`config.mk`:
```
export PLATFORM = sky130hd
export DESIGN_NAME = arith_cmp_unit
export DESIGN_NICKNAME = d
export VERILOG_FILES = /design/src/rtl/acu_pkg.sv /design/src/rtl/acu_alu.sv /design/src/rtl/acu_trig.sv /design/src/rtl/acu_irq.sv /design/src/rtl/arith_cmp_unit.sv
export SDC_FILE = /design/constraint.sdc
export NUM_CORES = 1
export LEC_CHECK = 0
export BUFFER_PORTS_ARGS = -buffer_cell sky130_fd_sc_hd__buf_4
export CORE_MARGIN = 5
export CORE_UTILIZATION = 45
export DETAILED_ROUTE_END_ITERATION = 16
export PLACE_DENSITY = 0.67
export RECOVER_POWER = 25
export SYNTH_ARGS = -nofsm -noshare
export SYNTH_HDL_FRONTEND = slang
export SYNTH_HIERARCHICAL = 1
export SYNTH_SLANG_ARGS = --single-unit
```
`constraint.sdc`:
```
create_clock -name clk -period 6.25 [get_ports clk]
set_clock_uncertainty 0.1 [all_clocks]
set_input_delay 0.3125 -clock clk [delete_from_list [all_inputs] [get_ports clk]]
set_output_delay 0.3125 -clock clk [all_outputs]
set_load 0.05 [all_outputs]
```
`src/rtl/acu_pkg.sv`:
```
package acu_pkg;
  localparam int DW    = 32;
  localparam int NB    = DW / 8;
  localparam int NFLAG = 7;

  localparam logic [2:0] MD_IDLE  = 3'd0;
  localparam logic [2:0] MD_ADD   = 3'd1;
  localparam logic [2:0] MD_SUB   = 3'd2;
  localparam logic [2:0] MD_CMP   = 3'd3;
  localparam logic [2:0] MD_HWADD = 3'd5;
  localparam logic [2:0] MD_HWSUB = 3'd6;

  localparam logic [1:0] SZ_B = 2'd0;
  localparam logic [1:0] SZ_H = 2'd1;

  localparam logic [1:0] WIN_IN  = 2'd2;
  localparam logic [1:0] WIN_OUT = 2'd3;

  localparam int F_OVF = 0;
  localparam int F_LT1 = 1;
  localparam int F_EQ1 = 2;
  localparam int F_GT1 = 3;
  localparam int F_LT2 = 4;
  localparam int F_EQ2 = 5;
  localparam int F_GT2 = 6;

  localparam logic [2:0] RA_CTRL = 3'd0;
  localparam logic [2:0] RA_FLAG = 3'd1;
  localparam logic [2:0] RA_D0   = 3'd2;
  localparam logic [2:0] RA_D1   = 3'd3;
  localparam logic [2:0] RA_D2   = 3'd4;
  localparam logic [2:0] RA_FCLR = 3'd5;
  localparam logic [2:0] RA_ISEL = 3'd6;
  localparam logic [2:0] RA_TSEL = 3'd7;

  typedef struct packed {
    logic       inten;
    logic       cmp_any;
    logic [1:0] size;
    logic [2:0] mode;
  } ctrl_t;

  function automatic logic [DW-1:0] size_mask(input logic [1:0] sz);
    case (sz)
      SZ_B:    size_mask = DW'(32'h0000_00FF);
      SZ_H:    size_mask = DW'(32'h0000_FFFF);
      default: size_mask = '1;
    endcase
  endfunction

  function automatic logic [DW-1:0] lane_merge(input logic [DW-1:0] old,
                                               input logic [DW-1:0] wd,
                                               input logic [NB-1:0] be);
    lane_merge = old;
    for (int i = 0; i < NB; i++)
      if (be[i]) lane_merge[i*8 +: 8] = wd[i*8 +: 8];
  endfunction
endpackage

```
`src/rtl/acu_alu.sv`:
```
module acu_alu
  import acu_pkg::*;
(
  input  logic [1:0]    sz,
  input  logic          sub,
  input  logic [DW-1:0] op_a,
  input  logic [DW-1:0] op_b,
  input  logic [DW-1:0] op_c,
  output logic [DW-1:0] res,
  output logic          carry,
  output logic [2:0]    rel_b,
  output logic [2:0]    rel_c
);
  logic [DW-1:0] msk, am, bm, cm;
  logic [DW:0]   ext_sum, ext_dif;

  always_comb begin
    msk     = size_mask(sz);
    am      = op_a & msk;
    bm      = op_b & msk;
    cm      = op_c & msk;
    ext_sum = {1'b0, am} + {1'b0, bm};
    ext_dif = {1'b0, am} - {1'b0, bm};
    if (sub) begin
      res   = ext_dif[DW-1:0] & msk;
      carry = (am < bm);
    end else begin
      res   = ext_sum[DW-1:0] & msk;
      carry = |(ext_sum & ~{1'b0, msk});
    end
    rel_b = {am > bm, am == bm, am < bm};
    rel_c = {am > cm, am == cm, am < cm};
  end
endmodule

```
`src/rtl/acu_trig.sv`:
```
module acu_trig #(
  parameter int EVT_N = 16,
  parameter int SEL_W = 5
) (
  input  logic             clk,
  input  logic             rst,
  input  logic [EVT_N-1:0] evt_in,
  input  logic [1:0]       com_trig,
  input  logic [SEL_W-1:0] sel,
  input  logic [1:0]       com_en,
  output logic             rise
);
  logic lvl, lvl_q;

  always_comb begin
    lvl = |(com_trig & com_en);
    for (int i = 0; i < EVT_N; i++)
      if (sel == SEL_W'(i)) lvl = lvl | evt_in[i];
  end

  always_ff @(posedge clk) begin
    if (rst) begin
      lvl_q <= 1'b0;
      rise  <= 1'b0;
    end else begin
      lvl_q <= lvl;
      rise  <= lvl & ~lvl_q;
    end
  end
endmodule

```
`src/rtl/acu_irq.sv`:
```
module acu_irq
  import acu_pkg::*;
(
  input  logic             clk,
  input  logic             rst,
  input  logic [NFLAG-1:0] flags,
  input  logic [NFLAG-1:0] sel,
  input  logic [1:0]       win,
  input  logic             inten,
  output logic             irq
);
  logic win_hit, cmp_hit, any_hit;

  always_comb begin
    case (win)
      WIN_IN:  win_hit = (flags[F_EQ2] | flags[F_GT2]) & (flags[F_LT1] | flags[F_EQ1]);
      WIN_OUT: win_hit = flags[F_GT1] | flags[F_LT2];
      default: win_hit = 1'b0;
    endcase
    cmp_hit = win[1] ? win_hit : |(flags[NFLAG-1:1] & sel[NFLAG-1:1]);
    any_hit = (flags[F_OVF] & sel[F_OVF]) | cmp_hit;
  end

  always_ff @(posedge clk) begin
    if (rst) irq <= 1'b0;
    else     irq <= inten & any_hit;
  end
endmodule

```
`src/rtl/arith_cmp_unit.sv`:
```
module arith_cmp_unit
  import acu_pkg::*;
#(
  parameter int EVT_N = 16,
  parameter int SEL_W = 5,
  parameter int AW    = 3
) (
  input  logic             clk,
  input  logic             rst,
  input  logic             bus_en,
  input  logic             bus_we,
  input  logic [AW-1:0]    bus_addr,
  input  logic [NB-1:0]    bus_be,
  input  logic [DW-1:0]    bus_wdata,
  output logic [DW-1:0]    bus_rdata,
  input  logic [EVT_N-1:0] evt_in,
  input  logic [1:0]       com_trig,
  output logic             irq
);
  localparam int ISEL_W = NFLAG + 2;

  ctrl_t             ctrl_q;
  logic [ISEL_W-1:0] isel_q;
  logic [NFLAG-1:0]  flags_q, flags_n;
  logic [DW-1:0]     d0_q, d1_q, d2_q;
  logic [SEL_W-1:0]  tsel_q;
  logic [1:0]        tcom_q;
  logic              arith_go_q, cmp_go_q;

  logic          wr, wr_d0, wr_d1, wr_d2, wr_clr;
  logic [DW-1:0] rmux, wval, alu_res;
  logic          alu_carry, hw_rise, sub_sel;
  logic [2:0]    rel1, rel2;
  logic          sw_arith, hw_arith, cmp_req;

  // Bus decode and read-modify-merge of the addressed register
  always_comb begin
    wr     = bus_en & bus_we;
    wr_d0  = wr & (bus_addr == RA_D0);
    wr_d1  = wr & (bus_addr == RA_D1);
    wr_d2  = wr & (bus_addr == RA_D2);
    wr_clr = wr & (bus_addr == RA_FCLR);
    case (bus_addr)
      RA_CTRL: rmux = DW'(ctrl_q);
      RA_FLAG: rmux = DW'(flags_q);
      RA_D0:   rmux = d0_q;
      RA_D1:   rmux = d1_q;
      RA_D2:   rmux = d2_q;
      RA_ISEL: rmux = DW'(isel_q);
      RA_TSEL: rmux = {tcom_q, {(DW-2-SEL_W){1'b0}}, tsel_q};
      default: rmux = '0;
    endcase
    wval = lane_merge(rmux, bus_wdata, bus_be);
  end

  // Step requests
  always_comb begin
    sub_sel  = (ctrl_q.mode == MD_SUB) | (ctrl_q.mode == MD_HWSUB);
    sw_arith = wr_d1 & ((ctrl_q.mode == MD_ADD) | (ctrl_q.mode == MD_SUB));
    hw_arith = hw_rise & ((ctrl_q.mode == MD_HWADD) | (ctrl_q.mode == MD_HWSUB));
    cmp_req  = (ctrl_q.mode == MD_CMP) &
               (wr_d0 | (ctrl_q.cmp_any & (wr_d1 | wr_d2)));
  end

  acu_alu u_alu (
    .sz    (ctrl_q.size),
    .sub   (sub_sel),
    .op_a  (d0_q),
    .op_b  (d1_q),
    .op_c  (d2_q),
    .res   (alu_res),
    .carry (alu_carry),
    .rel_b (rel1),
    .rel_c (rel2)
  );

  acu_trig #(.EVT_N(EVT_N), .SEL_W(SEL_W)) u_trig (
    .clk      (clk),
    .rst      (rst),
    .evt_in   (evt_in),
    .com_trig (com_trig),
    .sel      (tsel_q),
    .com_en   (tcom_q),
    .rise     (hw_rise)
  );

  // Status next state: clear first, then results of the step that completes
  always_comb begin
    flags_n = flags_q;
    if (wr_clr) flags_n = flags_n & ~wval[NFLAG-1:0];
    if (arith_go_q) flags_n[F_OVF] = flags_n[F_OVF] | alu_carry;
    if (cmp_go_q) begin
      flags_n[F_GT1:F_LT1] = rel1;
      flags_n[F_GT2:F_LT2] = rel2;
    end
  end

  always_ff @(posedge clk) begin
    if (rst) begin
      ctrl_q     <= '0;
      isel_q     <= '0;
      flags_q    <= '0;
      d0_q       <= '0;
      d1_q       <= '0;
      d2_q       <= '0;
      tsel_q     <= '1;
      tcom_q     <= '0;
      arith_go_q <= 1'b0;
      cmp_go_q   <= 1'b0;
      bus_rdata  <= '0;
    end else begin
      arith_go_q <= sw_arith | hw_arith;
      cmp_go_q   <= cmp_req;
      flags_q    <= flags_n;
      if (bus_en && !bus_we) bus_rdata <= rmux;
      if (wr) begin
        case (bus_addr)
          RA_CTRL: ctrl_q <= ctrl_t'(wval[$bits(ctrl_t)-1:0]);
          RA_ISEL: isel_q <= wval[ISEL_W-1:0];
          RA_D1:   d1_q   <= wval;
          RA_D2:   d2_q   <= wval;
          RA_TSEL: begin
            tsel_q <= wval[SEL_W-1:0];
            tcom_q <= wval[DW-1:DW-2];
          end
          default: ;
        endcase
      end
      if (wr_d0)      d0_q <= wval;
      if (arith_go_q) d0_q <= alu_res;
    end
  end

  acu_irq u_irq (
    .clk   (clk),
    .rst   (rst),
    .flags (flags_q),
    .sel   (isel_q[NFLAG-1:0]),
    .win   (isel_q[ISEL_W-1:NFLAG]),
    .inten (ctrl_q.inten),
    .irq   (irq)
  );
endmodule

```
==> qor.txt <==
CTS tree - yes
crit path max fanout - 26
PwrDens - 164.5 nW/µm²
I/O pin total - 94
Setup WS post-layout - 864.8 ps
LEAKAGE - 6.029 nW
Routed WL - 46,180 µm
CTS buffer count - 17
# DRC - 0
Total Neg Setup Slack - 0 ps
diode count - 0
Fill cells - 2,951
Port Buf Inserts - 93
violated checks - capacitance limit, slew limit
Setup crit end kind - flop
layout overhead on the synthesized area - 8.677%
critical path class - flop to flop
critical path, cell by cell - or2_2 -> and2_1 -> ha_1 -> or4_1 -> a21oi_1 -> o31a_1 -> o21ai_1 -> o21ai_0 -> nand2_1 -> a2111oi_2 -> nand4_1 -> or4_1 -> o31a_1 -> a21oi_1 -> a311oi_1
required time worst endpoint - 6440 ps
largest net degree at the start of global routing - 88
total die area - 33,930 µm²
status - finished with violations
Top FF cell, synth - dfxtp_1
initial antenna violation count - 0
gpl congestion - 0.9836
DP Worst Slack - 955.2 ps
Congestion Overflow GR - 0
register clock-pin slew on the reported worst setup and hold paths - 70 ps
Die Height - 184.2 µm
number of iterations in the first detailed-routing pass - 6
Slew @ Worst Pin - 3218 ps
min-delay worst type - input port to flop
crit-path leading delay family - compound AO/OA/AOI/OAI gates
Synth Net Count - 1,956
CTS Root Cell - clkbuf_16
routed vias - 13,650
Tot GR Track Use - 0.2680
post-CTS sizing - 0
H-tree depth - 4
RSZ-0062 raised after global routing - no
CP arrival - 5570 ps
ys async rst share - 0
buffers and inverters on the worst path - 0
post-synthesis sequential area ratio - 0.2390
Final Util - 0.4980
Final Power - 0.002441 W
layout cell share with drive strength beyond 1 - 0.1012
DP HPWL - 34,470 µm
DR WL/cell - 20.91 µm
Slowest-stage cell, CP - or4_1
most frequent cells in the layout - 246 x nand2_1, 186 x a21oi_1, 161 x dfxtp_1
max_slew headroom - -1.145
number of max-cap violations - 2
average size of a mapped cell - 7.594 µm²
clock latency on the worst-skew pair - 440 ps
fin crit period - 5385 ps
Max IR drop VDD - 0.0002005 V
Cells after Synth - 1,798
Routed Antenna Nets - 0
Yosys cell types - 101
global-route wire length before repair - 73,010 µm
vias in the first global route - 12,790
DRT iter0 DRCs - 1,549
hold buffer count at cts - 0
Die Wd - 184.2 µm
row count - 63
Final Setup Violations - 0
final hold vios - 0
Placed Area - 14,400 µm²
TritonCTS Sinks - 163
Slew Limit Fails - 79
initial core utilization - 0.4583
Synth Register Bits - 163
deepest clock path buffer count - 2
Synth warnings - 6
post-route cell area - 14,840 µm²
EDFF count, synth - 0
commonest non-fill, non-tap cell in the layout - nand2_1
Startpoint Class - flop
core area - 29,800 µm²
Cell Area, Synth - 13,650 µm²
fmax - 0.1857 GHz
Critical Path Max Stage Delay - 530 ps
Final Cycle Share - 0.8616
vias per std cell - 6.177
Setup Fix Bufs, Post-CTS - 0
nets@finish - 1,964
==> cell type report <==
type                            instances  area (µm²)  share of cell area
Tap cell                              390       488.0             0.03288
Clock buffer                           21       440.4             0.02968
Timing Repair Buffer                  110       703.2             0.04739
Inverter                              109       409.1             0.02757
Multi-Input combinational cell       1405        9380              0.6321
Clock inverter                         11       152.6             0.01029
Sequential cell                       163        3266              0.2201
==> synth_stat cells, drive strengths merged, types with 6 or more instances <==
cell,count,area share
a211oi,21,0.012
a21o,30,0.016
a21oi,186,0.068
a221oi,30,0.023
a22oi,6,0.0033
a31oi,12,0.0060
and2,32,0.015
and3,10,0.0046
buf,43,0.023
clkbuf,78,0.021
dfxtp,163,0.24
ha,95,0.087
inv,109,0.030
mux2,30,0.025
mux2i,65,0.048
nand2,247,0.068
nand2b,34,0.016
nand3,17,0.0066
nand3b,28,0.015
nand4,19,0.0087
nor2,132,0.038
nor2b,33,0.015
nor3,32,0.012
nor3b,6,0.0041
nor4,17,0.0082
o211ai,10,0.0055
o21a,19,0.010
o21ai,84,0.031
o21bai,8,0.0044
o22ai,9,0.0041
o2bb2ai,25,0.016
o31ai,12,0.0066
o41ai,6,0.0080
or2,14,0.0064
or3,6,0.0027
or4,7,0.0041
xnor2,27,0.017
xor2,7,0.0045
==> stage by stage <==
step,hold slack (ps),cells
floorplan,274.3,1798
global placement,278.6,2177
detailed placement,288.4,2177
CTS,65.33,2209
global route,80.49,2209
finish,83.67,2209
==> metal layers <==
metal  up-vias  routed length (µm)  global-route usage
met2       627               19200              0.3872
met3        68                3939             0.04401
met5         -                   0                   0
met4         0                1015             0.06951
met1      6528               22030              0.4109
li1       6423                   -                   -
==> power by group <==
part | leakage (nW) | switching [W] | internal, W
Combinational | 4.43 | 0.000176 | 0.000107
Clock | 0.284 | 0.000464 | 0.000633
Sequential | 1.32 | 0.0000115 | 0.00105
==> path summary, 6_finish.rpt <==
path	cells past startpoint	to	from	slack, ps
hold / removal	3	cmp_go_q$_SDFF_PP0_	bus_en	80
setup / recovery	15	flags_q[0]$_SDFF_PP0_	ctrl_q[3]$_SDFFE_PP0P_	860
setup reg to reg	15	flags_q[0]$_SDFF_PP0_	ctrl_q[3]$_SDFFE_PP0P_	860
hold reg to reg	1	u_trig/rise$_SDFF_PP0_	u_trig/lvl_q$_SDFF_PP0_	300
==> registers in the layout (all words and copies together) (netlist names) <==
name and count:
flags_q 7, ctrl_q 7, bus_rdata 32, isel_q 9
u_trig/lvl_q 1, d2_q 32, d0_q 32, d1_q 32
u_trig/rise 1, tcom_q 2, u_irq/irq 1, arith_go_q 1
cmp_go_q 1, tsel_q 5
==> cell families (layout without fill, tap and decap cells) <==
group,Yosys count,in the layout,share of synthesized area
XOR/XNOR,34,34,0.02181
adder cells (fa/ha/maj),97,97,0.08998
multiplexers,97,97,0.07596
flip-flops,163,163,0.2390
AND/OR/NAND/NOR,650,650,0.2342
AO/OA/AOI/OAI,527,527,0.2649
buffers and inverters,230,251,0.07413
==> tightest hold or removal path: stages <==
cell and delay [ps]:
buf_4 140, nand3_1 80, a21oi_1 40
(Power assumes the default switching activity.)
